--- src/rtl/evt_capture_pkg.sv ---
package evt_capture_pkg;

    localparam int MODE_W   = 4;
    localparam int PRE_W    = 4;   // enough for divide by 16
    localparam int PRE_LO_W = 2;   // enough for divide by 4

    typedef enum logic [1:0] {
        SEL_FALL  = 2'b00,
        SEL_RISE  = 2'b01,
        SEL_DIV4  = 2'b10,
        SEL_DIV16 = 2'b11
    } evt_sel_e;

    typedef struct packed {
        logic     active;   // capture group selected
        logic     wipe;     // prescaler clear request
        evt_sel_e sel;
    } mode_dec_t;

    function automatic mode_dec_t decode_mode(input logic [MODE_W-1:0] m);
        mode_dec_t d;
        d.active = (m[MODE_W-1:2] == 2'b01);
        d.wipe   = (m == '0);
        d.sel    = evt_sel_e'(m[1:0]);
        return d;
    endfunction

    function automatic logic sel_is_div(input evt_sel_e s);
        return (s == SEL_DIV4) || (s == SEL_DIV16);
    endfunction

endpackage

--- src/rtl/evt_capture_sync.sv ---
module evt_capture_sync #(
    parameter int STAGES = 2
) (
    input  logic clk,
    input  logic rst,
    input  logic d_i,
    output logic q_o
);
    logic [STAGES-1:0] chain;

    generate
        for (genvar i = 0; i < STAGES; i++) begin : g_stage
            if (i == 0) begin : g_first
                always_ff @(posedge clk) begin
                    if (rst) chain[0] <= 1'b0;
                    else     chain[0] <= d_i;
                end
            end else begin : g_next
                always_ff @(posedge clk) begin
                    if (rst) chain[i] <= 1'b0;
                    else     chain[i] <= chain[i-1];
                end
            end
        end
    endgenerate

    assign q_o = chain[STAGES-1];
endmodule

--- src/rtl/evt_capture_edge.sv ---
module evt_capture_edge (
    input  logic clk,
    input  logic rst,
    input  logic lvl_i,
    input  logic invert_i,
    output logic pulse_o
);
    logic lvl_eff;
    logic lvl_prev;

    assign lvl_eff = lvl_i ^ invert_i;

    always_ff @(posedge clk) begin
        if (rst) lvl_prev <= 1'b0;
        else     lvl_prev <= lvl_eff;
    end

    assign pulse_o = lvl_eff & ~lvl_prev;
endmodule

--- src/rtl/evt_capture_prescale.sv ---
module evt_capture_prescale #(
    parameter int CNT_W = 4,
    parameter int LO_W  = 2
) (
    input  logic             clk,
    input  logic             rst,
    input  logic             clear_i,
    input  logic             count_i,
    input  logic             div_hi_i,
    output logic             hit_o,
    output logic [CNT_W-1:0] cnt_o
);
    localparam logic [CNT_W-1:0] FULL_HI = '1;
    localparam logic [LO_W-1:0]  FULL_LO = '1;

    logic [CNT_W-1:0] cnt;

    always_ff @(posedge clk) begin
        if (rst || clear_i)  cnt <= '0;
        else if (count_i)    cnt <= cnt + 1'b1;
    end

    assign hit_o = count_i && (div_hi_i ? (cnt == FULL_HI)
                                        : (cnt[LO_W-1:0] == FULL_LO));
    assign cnt_o = cnt;
endmodule

--- src/rtl/evt_capture.sv ---
module evt_capture
    import evt_capture_pkg::*;
#(
    parameter int TW        = 16,
    parameter int SYNC_DEPTH = 2
) (
    input  logic              clk,
    input  logic              rst,
    input  logic              pin_i,
    input  logic [TW-1:0]     timer_i,
    input  logic [MODE_W-1:0] mode_i,
    input  logic              flag_clr_i,
    output logic [TW-1:0]     cap_val_o,
    output logic              cap_flag_o
);
    mode_dec_t        dec;
    logic             pin_s;
    logic             invert;
    logic             edge_pulse;
    logic             pre_count;
    logic             pre_hit;
    logic [PRE_W-1:0] pre_cnt;
    logic             cap_evt;

    assign dec    = decode_mode(mode_i);
    assign invert = dec.active && (dec.sel == SEL_FALL);

    evt_capture_sync #(.STAGES(SYNC_DEPTH)) u_sync (
        .clk(clk), .rst(rst), .d_i(pin_i), .q_o(pin_s)
    );

    evt_capture_edge u_edge (
        .clk(clk), .rst(rst), .lvl_i(pin_s), .invert_i(invert),
        .pulse_o(edge_pulse)
    );

    assign pre_count = edge_pulse && dec.active && sel_is_div(dec.sel);

    evt_capture_prescale #(.CNT_W(PRE_W), .LO_W(PRE_LO_W)) u_pre (
        .clk(clk), .rst(rst), .clear_i(dec.wipe), .count_i(pre_count),
        .div_hi_i(dec.sel == SEL_DIV16), .hit_o(pre_hit), .cnt_o(pre_cnt)
    );

    assign cap_evt = dec.active && edge_pulse &&
                     (sel_is_div(dec.sel) ? pre_hit : 1'b1);

    always_ff @(posedge clk) begin
        if (rst) begin
            cap_val_o  <= '0;
            cap_flag_o <= 1'b0;
        end else begin
            if (cap_evt) begin
                cap_val_o  <= timer_i;
                cap_flag_o <= 1'b1;
            end else if (flag_clr_i) begin
                cap_flag_o <= 1'b0;
            end
        end
    end
endmodule

--- config.mk ---
export PLATFORM = sky130hd
export DESIGN_NAME = evt_capture
export DESIGN_NICKNAME = d
export VERILOG_FILES = /design/src/rtl/evt_capture_pkg.sv /design/src/rtl/evt_capture_sync.sv /design/src/rtl/evt_capture_edge.sv /design/src/rtl/evt_capture_prescale.sv /design/src/rtl/evt_capture.sv
export SDC_FILE = /design/constraint.sdc
export NUM_CORES = 1
export LEC_CHECK = 0
export BUFFER_PORTS_ARGS = -buffer_cell sky130_fd_sc_hd__buf_2
export CAP_MARGIN = 0
export CORE_MARGIN = 8
export CORE_UTILIZATION = 40
export CTS_CLUSTER_SIZE = 24
export DETAILED_ROUTE_END_ITERATION = 16
export PLACE_DENSITY = 0.71
export SLEW_MARGIN = 20
export SYNTH_ARGS = -nofsm -noshare
export SYNTH_HDL_FRONTEND = slang
export SYNTH_SLANG_ARGS = --single-unit
--- constraint.sdc ---
create_clock -name clk -period 1.44 [get_ports clk]
set_input_delay 0.216 -clock clk [delete_from_list [all_inputs] [get_ports clk]]
set_output_delay 0.216 -clock clk [all_outputs]
set_load 0.01 [all_outputs]
Word-level counts from Yosys, hierarchy flattened

Cells that the tools add are included.

Flip-flop bits (word level): 24
Input bits: 24
Output and inout port bits: 17
Logic and storage cells: 29

$add $sub $neg: 1
Equal/unequal tests: 5
Mux-type cells: 4
Bitwise logic cells: 3
Reductions and logical operators: 10

Operators by type and width:

| operator                                      | count |
|---|---|
| == test 2 bit, second input constant          | 3 |
| logical AND 1 bit                             | 5 |
| adder 4 x 1 -> 4 bit, second input constant   | 1 |
| == test 4 bit, second input constant          | 1 |
| zero test 4 bit                               | 1 |
| 2-to-1 mux 1 bit                              | 4 |
| == test 2 x 1 -> 1 bit, second input constant | 1 |
| zero test 2 bit                               | 1 |
| logical OR 1 bit                              | 2 |
| nonzero test 2 bit                            | 1 |
| AND 1 bit                                     | 1 |
| inverter 1 bit                                | 1 |
| XOR 1 bit                                     | 1 |

Depth between registers and ports, before layout

Depth after elaboration: 10
Gate-level depth with buffers: 7
Mapped depth without buffers: 5

Cells and area by module

Synthesis repeated with hierarchy kept, for this count alone.

Cells, all modules: 108
Area, all modules: 1131.1 um^2

By module, submodules not included:

| module               | instances | cells an instance | area each (um^2) | sequential area each (um^2) |
|---|---|---|---|---|
| evt_capture          | 1         | 79                | 830.8            | 340.3 |
| evt_capture_prescale | 1         | 21                | 211.5            | 80.1 |
| evt_capture_sync     | 1         | 4                 | 52.6             | 40.0 |
| evt_capture_edge     | 1         | 4                 | 36.3             | 20.0 |

Worst setup path before layout

No wires, ideal clock.

Kind: reg-to-reg
Start point: register u_pre.cnt[0] (netlist: u_pre.cnt_o[0])
End point: register cap_flag_o
Setup time: 115 ps
Data arrival time: 1237 ps
Data required time: 1325 ps
Path slack: 88 ps
Cell stages (with the launch flop): 8
Buffers on the path: 2
Period minus slack after synthesis: 1352 ps
Path through: dfxtp_1 ha_1 inv_1 o21ai_0 and3_1 buf_6 buf_12 o21a_1

Longest elaborated chain between the ends: 6
Elaborated cells between the ends (all ways): 8
Classes of those cells: eq/ne (2); mux (3); reduce/logical (3)

Ends and longest elaborated chain:

| what                                                          | RTL line                                               | text |
|---|---|---|
| start, declared                                               | evt_capture_prescale.sv:16                             | `logic [CNT_W-1:0] cnt;` |
| start signal, assigned                                        | evt_capture_prescale.sv:20                             | `else if (count_i) cnt <= cnt + 1'b1;` |
| == test 4 bit / == test 2 bit (equally long branches)         | evt_capture_prescale.sv:23, evt_capture_prescale.sv:24 |  |
| 2-to-1 mux 1 bit *                                            | evt_capture_prescale.sv:23                             | `assign hit_o = count_i && (div_hi_i ? (cnt == FULL_HI)` |
| logical AND 1 bit *                                           | evt_capture_prescale.sv:23                             |  |
| 2-to-1 mux 1 bit *                                            | evt_capture.sv:45                                      | `(sel_is_div(dec.sel) ? pre_hit : 1'b1);` |
| logical AND 1 bit *                                           | evt_capture.sv:44                                      | `assign cap_evt = dec.active && edge_pulse &&` |
| 2-to-1 mux 1 bit / nonzero test 2 bit (equally long branches) | n/a                                                    |  |
| end signal, assigned                                          | evt_capture.sv:50                                      | `cap_flag_o <= 1'b0;` |
| end signal, assigned                                          | evt_capture.sv:54                                      | `cap_flag_o <= 1'b1;` |
| end signal, assigned                                          | evt_capture.sv:56                                      | `cap_flag_o <= 1'b0;` |
| end, declared                                                 | evt_capture.sv:14                                      | `output logic cap_flag_o` |

Every way passes the cells marked *; elsewhere a longest branch is shown, timed or not.
A chain may end at the register's enable or synchronous reset.

Worst setup path after layout

Start point: register u_pre.cnt[0] (netlist: u_pre.cnt_o[0])
End point: register cap_val_o[9]

Longest elaborated chain between the ends: 5
Elaborated cells between the ends (all ways): 6
Classes of those cells: eq/ne (2); mux (2); reduce/logical (2)

Ends and longest elaborated chain:

| what                                                  | RTL line                                               | text |
|---|---|---|
| == test 4 bit / == test 2 bit (equally long branches) | evt_capture_prescale.sv:23, evt_capture_prescale.sv:24 |  |
| 2-to-1 mux 1 bit *                                    | evt_capture_prescale.sv:23                             |  |
| logical AND 1 bit *                                   | evt_capture_prescale.sv:23                             |  |
| 2-to-1 mux 1 bit *                                    | evt_capture.sv:45                                      |  |
| logical AND 1 bit *                                   | evt_capture.sv:44                                      |  |
| end signal, assigned                                  | evt_capture.sv:53                                      | `cap_val_o <= timer_i;` |
| end, declared                                         | evt_capture.sv:13                                      | `output logic [TW-1:0] cap_val_o,` |

Marks and branches as above.

==> flow_metrics.env <==
export IMPL_dr_wl_met3_um=237
export IMPL_synth_compound_area_share_pct=2.882
export IMPL_placementRows=18
export IMPL_n_fill_cell=228
export IMPL_powerDensity_nw_per_um2=964.5
export IMPL_irDropWorstVdd_mv=0.6044
export IMPL_area_growth_pct=33.08
export IMPL_final_core_util_pct=54.63
export IMPL_timing_hold_ws_ps=86.13
export IMPL_core_sq_um=2432
export IMPL_vias=864
export IMPL_critPathMaxFanout=8
export IMPL_cts_reportedPaths_clkPinSlew_ps=130
export IMPL_worstHoldPathType="input port to register"
export IMPL_grt_pass1_vias=861
export IMPL_regArea_sq_um=483.0
export IMPL_multiInputGateArea_sq_um=473.0
export IMPL_clock_fmax_mhz=756.1
export IMPL_final_hold_viol_count=0
export IMPL_dr_pass1_iters=4
export IMPL_finClkSkew_ps=6.602
export IMPL_routed_top_layer="met4"
export IMPL_maxCapViolations=0
export IMPL_worst_slew_pin_slew_ps=336.2
export IMPL_viasPerCell=4.773
export IMPL_critical_path_class="register to register"
export IMPL_synth_seq_cells=24
export IMPL_die_h_um=65.96
export IMPL_drcViolationCount=0
export IMPL_syn_area_sq_um=998.5
export IMPL_drt_initial_drc_count=47
export IMPL_clk_path_buf_depth=2
export IMPL_grt_max_degree=34
export IMPL_p_leak_nw=0.6120
export IMPL_syn_nets=131
export IMPL_overflow=0
export IMPL_tritoncts="done"
export IMPL_die_x_um=65.96
export IMPL_wl_met1_um=970
export IMPL_yosys_area_share_simple_pct=21.30
export IMPL_startpoint_type="register"
export IMPL_yosysWarnings=0
export IMPL_synth_cells=106
export IMPL_synthAdderAreaFrac_pct=1.253
export IMPL_synth_top_family_by_area="simple AND/OR/NAND/NOR gates"
export IMPL_pre_cts_ws_ps=50.60
export IMPL_yosysUniqueCellTypes=22
export IMPL_grtUsageTotal_pct=10.20
export IMPL_dpl_hpwl_um=1790
export IMPL_routed_wl_um=2386
export IMPL_clkSinkCount=24
export IMPL_ios=41
export IMPL_critPathArrivalTime_ps=1560
export IMPL_syn_mean_instance_area_sq_um=9.419
export IMPL_n_antenna_cell=0
export IMPL_detail_route_wl_per_cell_um=13.18
export IMPL_crit_path_end_kind="register"
export IMPL_ant_nets=0
export IMPL_cts_root_buf="clkbuf_4"
export IMPL_setup_viol=0
export IMPL_clk_latency_ps=310
export IMPL_final_common_cell="buf_2"
export IMPL_synth_xor_area_share_pct=4.386
export IMPL_slew_violations=0
export IMPL_antenna_found_initial=0
export IMPL_place_congestion=0.7344
export IMPL_required_ps=1680
export IMPL_grt_pass1_wl_um=3498
export IMPL_ys_seq_area_share_pct=48.12
export IMPL_tns_ps=0
export IMPL_timing_final_ws_setup_ps=117.4
export IMPL_status="finished clean"
export IMPL_stdcell_area_sq_um=1329
export IMPL_synthMuxAreaShare_pct=17.04
export IMPL_rsz0062_at_grt="no"
export IMPL_htreeDepth=1
export IMPL_place_area_sq_um=1244
export IMPL_fin_crit_sh_pct=91.84
export IMPL_dieArea_sq_um=4351
export IMPL_period_needed_ps=1323
export IMPL_layout_common_cells="buf_2, nand2_1, dfxtp_1"
export IMPL_io_buffer_count=40
export IMPL_slew_headroom_pct=77.27
export IMPL_postCtsHoldBufs=0
export IMPL_nets=177
export IMPL_drive_gt1_share_pct=35.76
export IMPL_initial_core_util_pct=41.05
export IMPL_cts_buffers=3
export IMPL_met2_length_um=1165
[per-layer routing]
layer | GRT usage [%] | vias to the layer above
met5 | 0 | -
met4 | 4.800 | 0
met3 | 3.898 | 2
met2 | 18.88 | 27
met1 | 9.646 | 394
li1 | - | 441
[synth_stat cells]
cell type	number	area, sq um
a21boi_1	1	7.510
and3_1	2	12.51
buf_12	1	20.02
buf_6	1	11.26
clkbuf_1	3	11.26
clkinv_1	1	3.750
dfxtp_1	24	480.5
ha_1	1	12.51
inv_1	1	3.750
mux2i_1	17	170.2
nand2_1	32	120.1
nand3_1	1	5.000
nand4_1	2	12.51
nor2_1	6	22.52
nor2b_1	3	18.77
nor3b_2	1	12.51
nor4b_1	1	8.760
o21a_1	1	7.510
o21ai_0	1	5.000
o41ai_1	1	8.760
xnor2_1	1	8.760
xor2_1	4	35.03
[path summary, 6_finish.rpt]
path                         from      endpoint  slack, ps  cells past startpoint
setup / recovery   u_pre.cnt_o[0]  cap_val_o[9]        120                      6
hold / removal                rst    u_sync.q_o         90                      2
setup reg to reg   u_pre.cnt_o[0]  cap_val_o[9]        120                      6
hold reg to reg   u_sync.chain[0]    u_sync.q_o        460                      1
[power breakdown]
group / switching [mW] / internal [mW]
clock: 0.196 / 0.281
sequential: 0.00571 / 0.676
combinational: 0.0612 / 0.0617
[layout make-up]
type                       count  share of cell area [%]
inverter                       2                  0.5650
tap                           30                   2.825
clock buffer                   3                   1.695
timing repair buffer          46                   20.72
multi-input combinational     75                   35.59
clock inverter                 1                   2.260
sequential                    24                   36.35
[through the flow]
step / std cells / total power [mW]
after floorplan: 106 / 0.7544
after global placement: 176 / 0.8094
after detailed placement: 176 / 0.8150
after CTS: 180 / 1.287
after global routing: 181 / 1.330
final: 181 / 1.282
[timing repair]
action / 4_1_cts / 5_1_grt
buffers inserted: 0 / 0
gates resized for setup: 0 / 5
setup endpoints to repair: 0 / 16
hold endpoints to repair: 0 / 0
[registers in the layout, indices dropped and copies added, names as in the netlist]
signal / cells
u_sync.chain: 1
u_pre.cnt_o: 4
u_edge.lvl_prev: 1
cap_val_o: 16
u_sync.q_o: 1
cap_flag_o: 1
[critical path, cell delays in order, from the launching register on]
cell and delay (ps):
dfxtp_2 360, ha_1 160, inv_1 40, o21ai_1 130, and3_4 230, clkbuf_16 160
mux2i_1 180
[kinds of logic after synthesis]
logic type,Yosys count
AO/OA/AOI/OAI,4
XOR/XNOR,5
adder cells (fa/ha/maj),1
buffers and inverters,7
flip-flops,24
multiplexers,17
AND/OR/NAND/NOR,48
Power figures use the tool's default switching activity.
